$ cat config.mk
export PLATFORM = sky130hd
export DESIGN_NAME = evict_wbuf
export DESIGN_NICKNAME = d
export VERILOG_FILES = /design/src/rtl/evict_wbuf_pkg.sv /design/src/rtl/wbuf_queue.sv /design/src/rtl/wbuf_match.sv /design/src/rtl/wbuf_port_arb.sv /design/src/rtl/evict_wbuf.sv
export SDC_FILE = /design/constraint.sdc
export NUM_CORES = 2
export LEC_CHECK = 0
export ABC_AREA = 1
export BUFFER_PORTS_ARGS = -buffer_cell sky130_fd_sc_hd__buf_2
export CAP_MARGIN = 20
export CORE_AREA = 2 2 272 274
export CTS_CLUSTER_DIAMETER = 200
export CTS_CLUSTER_SIZE = 28
export DETAILED_ROUTE_END_ITERATION = 10
export DIE_AREA = 0 0 274 276
export HOLD_SLACK_MARGIN = 0.05
export PLACE_DENSITY_LB_ADDON = 0.05
export SYNTH_ARGS = -nofsm -noshare
export SYNTH_HDL_FRONTEND = slang
export SYNTH_HIERARCHICAL = 1
export SYNTH_SLANG_ARGS = --single-unit
export TNS_END_PERCENT = 10
$ cat constraint.sdc
create_clock -name clk -period 5.1 [get_ports clk]
set_input_delay 1.02 -clock clk [delete_from_list [all_inputs] [get_ports clk]]
set_output_delay 1.02 -clock clk [all_outputs]
set_load 0.03 [all_outputs]
$ cat src/rtl/evict_wbuf_pkg.sv
package evict_wbuf_pkg;

    // Who owns the shared lower-memory port in a given cycle.
    typedef enum logic [1:0] {
        PORT_IDLE  = 2'd0,
        PORT_FILL  = 2'd1,
        PORT_DRAIN = 2'd2
    } port_owner_e;

endpackage

$ cat src/rtl/wbuf_queue.sv
// Circular storage for queued writes. DEPTH must be a power of two, at least 2.
module wbuf_queue #(
    parameter int DEPTH  = 4,
    parameter int ADDR_W = 32,
    parameter int DATA_W = 64,
    localparam int PTR_W = $clog2(DEPTH),
    localparam int CNT_W = $clog2(DEPTH + 1)
) (
    input  logic                           clk,
    input  logic                           rst_n,
    input  logic                           push,
    input  logic                           merge,
    input  logic [ADDR_W-1:0]              push_addr,
    input  logic [DATA_W-1:0]              push_data,
    input  logic                           pop,
    output logic [CNT_W-1:0]               count,
    output logic [PTR_W-1:0]               head_ptr,
    output logic [ADDR_W-1:0]              head_addr,
    output logic [DATA_W-1:0]              head_data,
    output logic [ADDR_W-1:0]              young_addr,
    output logic [DEPTH-1:0][ADDR_W-1:0]   slot_addr,
    output logic [DEPTH-1:0][DATA_W-1:0]   slot_data
);

    typedef struct packed {
        logic [DEPTH-1:0][ADDR_W-1:0] addr;
        logic [DEPTH-1:0][DATA_W-1:0] data;
        logic [PTR_W-1:0]             head;
        logic [PTR_W-1:0]             tail;
        logic [CNT_W-1:0]             count;
    } queue_state_t;

    queue_state_t st_d, st_q;
    logic [PTR_W-1:0] young_idx;
    logic             alloc;

    assign young_idx = st_q.tail - PTR_W'(1);
    assign alloc     = push && !merge;

    always_comb begin
        st_d = st_q;
        if (merge) begin
            st_d.data[young_idx] = push_data;
        end else if (push) begin
            st_d.addr[st_q.tail] = push_addr;
            st_d.data[st_q.tail] = push_data;
            st_d.tail            = st_q.tail + PTR_W'(1);
        end
        if (pop) begin
            st_d.head = st_q.head + PTR_W'(1);
        end
        st_d.count = st_q.count + CNT_W'(alloc) - CNT_W'(pop);
    end

    always_ff @(posedge clk) begin
        if (!rst_n) begin
            st_q <= '0;
        end else begin
            st_q <= st_d;
        end
    end

    assign count      = st_q.count;
    assign head_ptr   = st_q.head;
    assign head_addr  = st_q.addr[st_q.head];
    assign head_data  = st_q.data[st_q.head];
    assign young_addr = st_q.addr[young_idx];
    assign slot_addr  = st_q.addr;
    assign slot_data  = st_q.data;

    // a new slot is never taken while every slot is in use
    assert_no_overflow_R3: assert property (@(posedge clk) disable iff (!rst_n)
        alloc |-> (st_q.count != CNT_W'(DEPTH)));

    // nothing leaves an empty queue
    assert_no_underflow_R2: assert property (@(posedge clk) disable iff (!rst_n)
        pop |-> (st_q.count != '0));

    // a merge needs an existing newest entry
    assert_merge_needs_entry_R8: assert property (@(posedge clk) disable iff (!rst_n)
        merge |-> (st_q.count != '0));

    // occupancy moves by allocations minus drains, one step per cycle
    assert_count_step_R2: assert property (@(posedge clk) disable iff (!rst_n)
        $past(rst_n) |-> (st_q.count == $past(st_q.count) + CNT_W'($past(alloc)) - CNT_W'($past(pop))));

endmodule

$ cat src/rtl/wbuf_match.sv
// Associative probe: returns the youngest held entry whose address matches.
module wbuf_match #(
    parameter int DEPTH  = 4,
    parameter int ADDR_W = 32,
    parameter int DATA_W = 64,
    localparam int PTR_W = $clog2(DEPTH),
    localparam int CNT_W = $clog2(DEPTH + 1)
) (
    input  logic                         clk,
    input  logic                         rst_n,
    input  logic [ADDR_W-1:0]            lk_addr,
    input  logic [DEPTH-1:0][ADDR_W-1:0] slot_addr,
    input  logic [DEPTH-1:0][DATA_W-1:0] slot_data,
    input  logic [PTR_W-1:0]             head_ptr,
    input  logic [CNT_W-1:0]             count,
    output logic                         lk_hit,
    output logic [DATA_W-1:0]            lk_data
);

    logic [DEPTH-1:0] addr_eq;

    for (genvar s = 0; s < DEPTH; s++) begin : g_cmp
        assign addr_eq[s] = (slot_addr[s] == lk_addr);
    end

    // Walk from oldest to youngest; a later match overrides an earlier one.
    always_comb begin
        lk_hit  = 1'b0;
        lk_data = '0;
        for (int age = 0; age < DEPTH; age++) begin
            logic [PTR_W-1:0] slot;
            slot = head_ptr + PTR_W'(age);
            if ((CNT_W'(age) < count) && addr_eq[slot]) begin
                lk_hit  = 1'b1;
                lk_data = slot_data[slot];
            end
        end
    end

    // an empty queue never reports a hit
    assert_empty_no_hit_R6: assert property (@(posedge clk) disable iff (!rst_n)
        (count == '0) |-> !lk_hit);

endmodule

$ cat src/rtl/wbuf_port_arb.sv
// Shares the single lower-memory port: fill reads first, drains in idle slots.
module wbuf_port_arb
    import evict_wbuf_pkg::*;
#(
    parameter int ADDR_W = 32,
    parameter int DATA_W = 64
) (
    input  logic              clk,
    input  logic              rst_n,
    input  logic              fill_req,
    input  logic [ADDR_W-1:0] fill_addr,
    input  logic              have_entry,
    input  logic [ADDR_W-1:0] head_addr,
    input  logic [DATA_W-1:0] head_data,
    input  logic              mem_gnt,
    output logic              mem_req,
    output logic              mem_we,
    output logic [ADDR_W-1:0] mem_addr,
    output logic [DATA_W-1:0] mem_wdata,
    output logic              fill_gnt,
    output logic              drain_fire
);

    port_owner_e owner;

    always_comb begin
        if (fill_req)        owner = PORT_FILL;
        else if (have_entry) owner = PORT_DRAIN;
        else                 owner = PORT_IDLE;
    end

    always_comb begin
        mem_req    = (owner != PORT_IDLE);
        mem_we     = (owner == PORT_DRAIN);
        mem_addr   = (owner == PORT_FILL) ? fill_addr : head_addr;
        mem_wdata  = head_data;
        fill_gnt   = (owner == PORT_FILL) && mem_gnt;
        drain_fire = (owner == PORT_DRAIN) && mem_gnt;
    end

    // a pending fill read keeps every queued write off the port
    assert_fill_first_R4: assert property (@(posedge clk) disable iff (!rst_n)
        fill_req |-> !drain_fire);

    // a drain happens only in a granted write cycle
    assert_drain_granted_R5: assert property (@(posedge clk) disable iff (!rst_n)
        drain_fire |-> (mem_gnt && mem_req && mem_we));

endmodule

$ cat src/rtl/evict_wbuf.sv
module evict_wbuf #(
    parameter int DEPTH  = 4,
    parameter int ADDR_W = 32,
    parameter int DATA_W = 64
) (
    input  logic              clk,
    input  logic              rst_n,
    input  logic              enq_valid,
    input  logic [ADDR_W-1:0] enq_addr,
    input  logic [DATA_W-1:0] enq_data,
    output logic              enq_ready,
    input  logic [ADDR_W-1:0] lk_addr,
    output logic              lk_hit,
    output logic [DATA_W-1:0] lk_data,
    input  logic              fill_req,
    input  logic [ADDR_W-1:0] fill_addr,
    output logic              fill_gnt,
    output logic              mem_req,
    output logic              mem_we,
    output logic [ADDR_W-1:0] mem_addr,
    output logic [DATA_W-1:0] mem_wdata,
    input  logic              mem_gnt
);

    localparam int PTR_W = $clog2(DEPTH);
    localparam int CNT_W = $clog2(DEPTH + 1);

    logic [CNT_W-1:0]             count;
    logic [PTR_W-1:0]             head_ptr;
    logic [ADDR_W-1:0]            head_addr;
    logic [DATA_W-1:0]            head_data;
    logic [ADDR_W-1:0]            young_addr;
    logic [DEPTH-1:0][ADDR_W-1:0] slot_addr;
    logic [DEPTH-1:0][DATA_W-1:0] slot_data;
    logic                         drain_fire;
    logic                         merge_cand;
    logic                         is_full;
    logic                         push;
    logic                         merge;

    // Merge only into the newest entry, and never into an entry leaving now.
    assign is_full    = (count == CNT_W'(DEPTH));
    assign merge_cand = (count != '0) && (young_addr == enq_addr)
                        && !((count == CNT_W'(1)) && drain_fire);
    assign enq_ready  = !is_full || merge_cand;
    assign push       = enq_valid && enq_ready;
    assign merge      = push && merge_cand;

    wbuf_queue #(.DEPTH(DEPTH), .ADDR_W(ADDR_W), .DATA_W(DATA_W)) u_queue (
        .clk        (clk),
        .rst_n      (rst_n),
        .push       (push),
        .merge      (merge),
        .push_addr  (enq_addr),
        .push_data  (enq_data),
        .pop        (drain_fire),
        .count      (count),
        .head_ptr   (head_ptr),
        .head_addr  (head_addr),
        .head_data  (head_data),
        .young_addr (young_addr),
        .slot_addr  (slot_addr),
        .slot_data  (slot_data)
    );

    wbuf_match #(.DEPTH(DEPTH), .ADDR_W(ADDR_W), .DATA_W(DATA_W)) u_match (
        .clk       (clk),
        .rst_n     (rst_n),
        .lk_addr   (lk_addr),
        .slot_addr (slot_addr),
        .slot_data (slot_data),
        .head_ptr  (head_ptr),
        .count     (count),
        .lk_hit    (lk_hit),
        .lk_data   (lk_data)
    );

    wbuf_port_arb #(.ADDR_W(ADDR_W), .DATA_W(DATA_W)) u_arb (
        .clk        (clk),
        .rst_n      (rst_n),
        .fill_req   (fill_req),
        .fill_addr  (fill_addr),
        .have_entry (count != '0),
        .head_addr  (head_addr),
        .head_data  (head_data),
        .mem_gnt    (mem_gnt),
        .mem_req    (mem_req),
        .mem_we     (mem_we),
        .mem_addr   (mem_addr),
        .mem_wdata  (mem_wdata),
        .fill_gnt   (fill_gnt),
        .drain_fire (drain_fire)
    );

    // a refused enqueue only happens against a full queue
    assert_refuse_only_full_R3: assert property (@(posedge clk) disable iff (!rst_n)
        (enq_valid && !enq_ready) |-> is_full);

    // held entries keep the memory port requested
    assert_req_while_held_R5: assert property (@(posedge clk) disable iff (!rst_n)
        (count != '0) |-> mem_req);

    // the entry leaving this cycle is never the merge target
    assert_no_merge_on_leaver_R10: assert property (@(posedge clk) disable iff (!rst_n)
        (merge && drain_fire) |-> (count > CNT_W'(1)));

endmodule

==> run metrics <==
status=finished, final reports clean; Yosys cell types=41; H-tree depth=1; number of global-route vias before repair=35.89k; Worst setup SP type=input port; most frequent cells in the layout=nand2_1, nor2_1, nand3_1; I/O Pins=330; Synth Instances=7064; largest net degree at the start of global routing=277; Switching Fraction=52.39%; die width=274 um; Slew @ Worst Pin=1196 ps; sequential area share after synthesis=19.73%; unrepaired setup endpoints after global routing=no; setup bufs post-CTS=0; Clock power frac=13.6%; Initial Utilization=54.66%; Layout Area Growth over Synthesis=-5.540%; worst path required time=4080 ps; max-slew violation count=0; Syn Nets=7236; Yosys warning count=6; Logic pwr share=56.9%; FP Rows=99; Final GP Congestion=0.9146; setup TNS=0 ps; Worst Hold Slack=500.7 ps; NumNets Final=6582; area of the multi-input gates=23040 um^2; DR iter-0 viols=3764; share of cells above drive strength 1=8.924%; number of I/O port buffers=329; Post-Syn Area=39680 um^2; Int Pwr=6.131 mW; Slew HR=20.26%; CP max stage delay=420 ps; switching power=6.746 mW; endpoints failing setup=0; DP Area=37000 um^2; Worst Skew=42.61 ps; CP Cell Sequence=buf_2 > xnor2_1 > nand2_1 > nor2_1 > nand2_1 > nor2_1 > nand2_1 > nand2_1 > nand2_1 > nand2_4 > buf_4 > nand4_1 > nand2_1 > nand2_1 > a21oi_1 > buf_2; f_max=0.2021 GHz; CTS clk-pin slew, worst paths=110 ps; first drt pass iteration count=6; CP max stage cell=xnor2_1; initial antenna violation count=16; Post-synth EDFFs=0; drc violations=0; sequential cell area=7836 um^2; crit path kind=in2out; clock buffer depth=3; Max-Cap Viols=0; vias=40.70k; Final period util=97.01%; mean area per synthesized cell=5.617 um^2; grt ovf=0; CP Max Fanout=15; drt via density=5.518; Worst-Skew Late Latency=590 ps; DR WL/cell=18.08 um; top_reg_cell synth=dfxtp_1; TritonCTS clock tree=yes; Routed Wire Length=133.3 mm; minimum clock period=4947 ps; CTS Buf Count=17; gr usage total=33.79%; CTS sink count=391; core area=72590 um^2; first-pass GRT wire length=206.4 mm; WP data arrival=3930 ps; Detailed Place HPWL=77.78 mm; most common cell after layout, fill and taps aside=nand2_1; WP buf/inv=3; design area=37480 um^2; Die Span Y=276 um; Final ANT Viol Nets=0; Seq cells post-synth=391; Final Hold Fails=0; Root Driver=clkbuf_16; VDD IR max=313.1 uV; sequential fraction of design power=29.5%; Die ar.=75620 um^2; Pwr Density=343.6 nW/um^2; HP Class=reg2reg; Crit. End Element=primary output; Leakage Power=17.74 nW; ys async rst share=0%; Filler cells=7918; most frequent cell on the critical path=nand2_1; Crit path max-delay family=simple AND/OR/NAND/NOR gates
final cells by class:
type	count	area share [%]
antenna	8	0.05341
clock buffer	19	1.155
sequential	391	20.91
tap	959	3.201
multi-input combinational	4957	61.48
timing repair buffer	398	6.686
inverter	645	6.516
routing by layer:
layer	share of wire, %	GRT usage, %	wire (um)
met4	3.4	12.79	4516
met1	43	45.82	57830
met2	45	55.29	60520
met3	7.8	3.153	10390
met5	0.073	0	98
worst min-delay path, cell delays in order, from the launching register on:
cell and delay, ps:
dfxtp_1 350, nand2_1 70, a21oi_1 50
cells in the mapped netlist, drive strengths merged, types with 64 or more instances:
library cell     n  area share (%)
dfxtp          391              20
buf            818              14
nor2           851             8.4
nand3          794              10
clkbuf         253             2.4
xnor2          111             2.5
mux2i           66             1.7
a21oi          390             5.3
nand4           68             1.1
o211ai          64             1.2
o21ai          644             8.1
inv            645             6.1
nand2         1933              19
stage by stage:
stage / util (%) / setup WS (ps) / cells / power (mW)
after detailed placement: 50.97 / 301.7 / 7349 / 11.07
final: 51.64 / 152.6 / 7377 / 12.88
after global placement: 50.97 / 344.8 / 7349 / 11.01
after CTS: 51.57 / 296.3 / 7368 / 12.80
after global routing: 51.64 / 26.05 / 7377 / 13.75
after floorplan: - / 511.7 / 7064 / 9.833
what timing repair did:
action,CTS,global route
resized for setup,0,1
endpoints found under the hold margin,0,0
setup endpoints to repair,0,1
hold buffers,0,0
final timing paths:
kind,depth (start not counted),to,slack [ps],start
max,16,lk_data[2],150,lk_addr[12]
min,2,u_queue/slot_addr[73]$_SDFFE_PN0P_,500,u_queue/slot_addr[73]$_SDFFE_PN0P_
max reg2reg,21,u_queue/slot_data[51]$_SDFFE_PN0P_,390,u_queue/st_q[4]$_SDFFE_PN0P_
min reg2reg,2,u_queue/slot_addr[73]$_SDFFE_PN0P_,500,u_queue/slot_addr[73]$_SDFFE_PN0P_
power by group through the flow:
stage | clock network (mW) | registers [mW] | logic [mW]
after floorplan | 0 | 3.69 | 6.14
after global placement | 0 | 3.86 | 7.15
after detailed placement | 0 | 3.87 | 7.20
after CTS | 1.79 | 3.80 | 7.22
after global routing | 1.86 | 3.86 | 8.03
final | 1.75 | 3.80 | 7.33
cell families after synthesis:
family,Yosys count,synth area share (%)
xor+xnor,122,2.693
buf+inv,1716,22.62
compound gates,1098,14.62
mux,66,1.665
flops,391,19.73
simple gates,3664,38.44
fa+ha+maj,7,0.2396
flip-flops by register name, indices dropped and copies added (netlist names):
| register | cells |
|---|---|
| u_queue/head_ptr | 2 |
| u_queue/st_q | 2 |
| u_queue/slot_data | 256 |
| u_queue/count | 3 |
| u_queue/slot_addr | 128 |
Note: power is estimated with default switching activity, not from simulation.
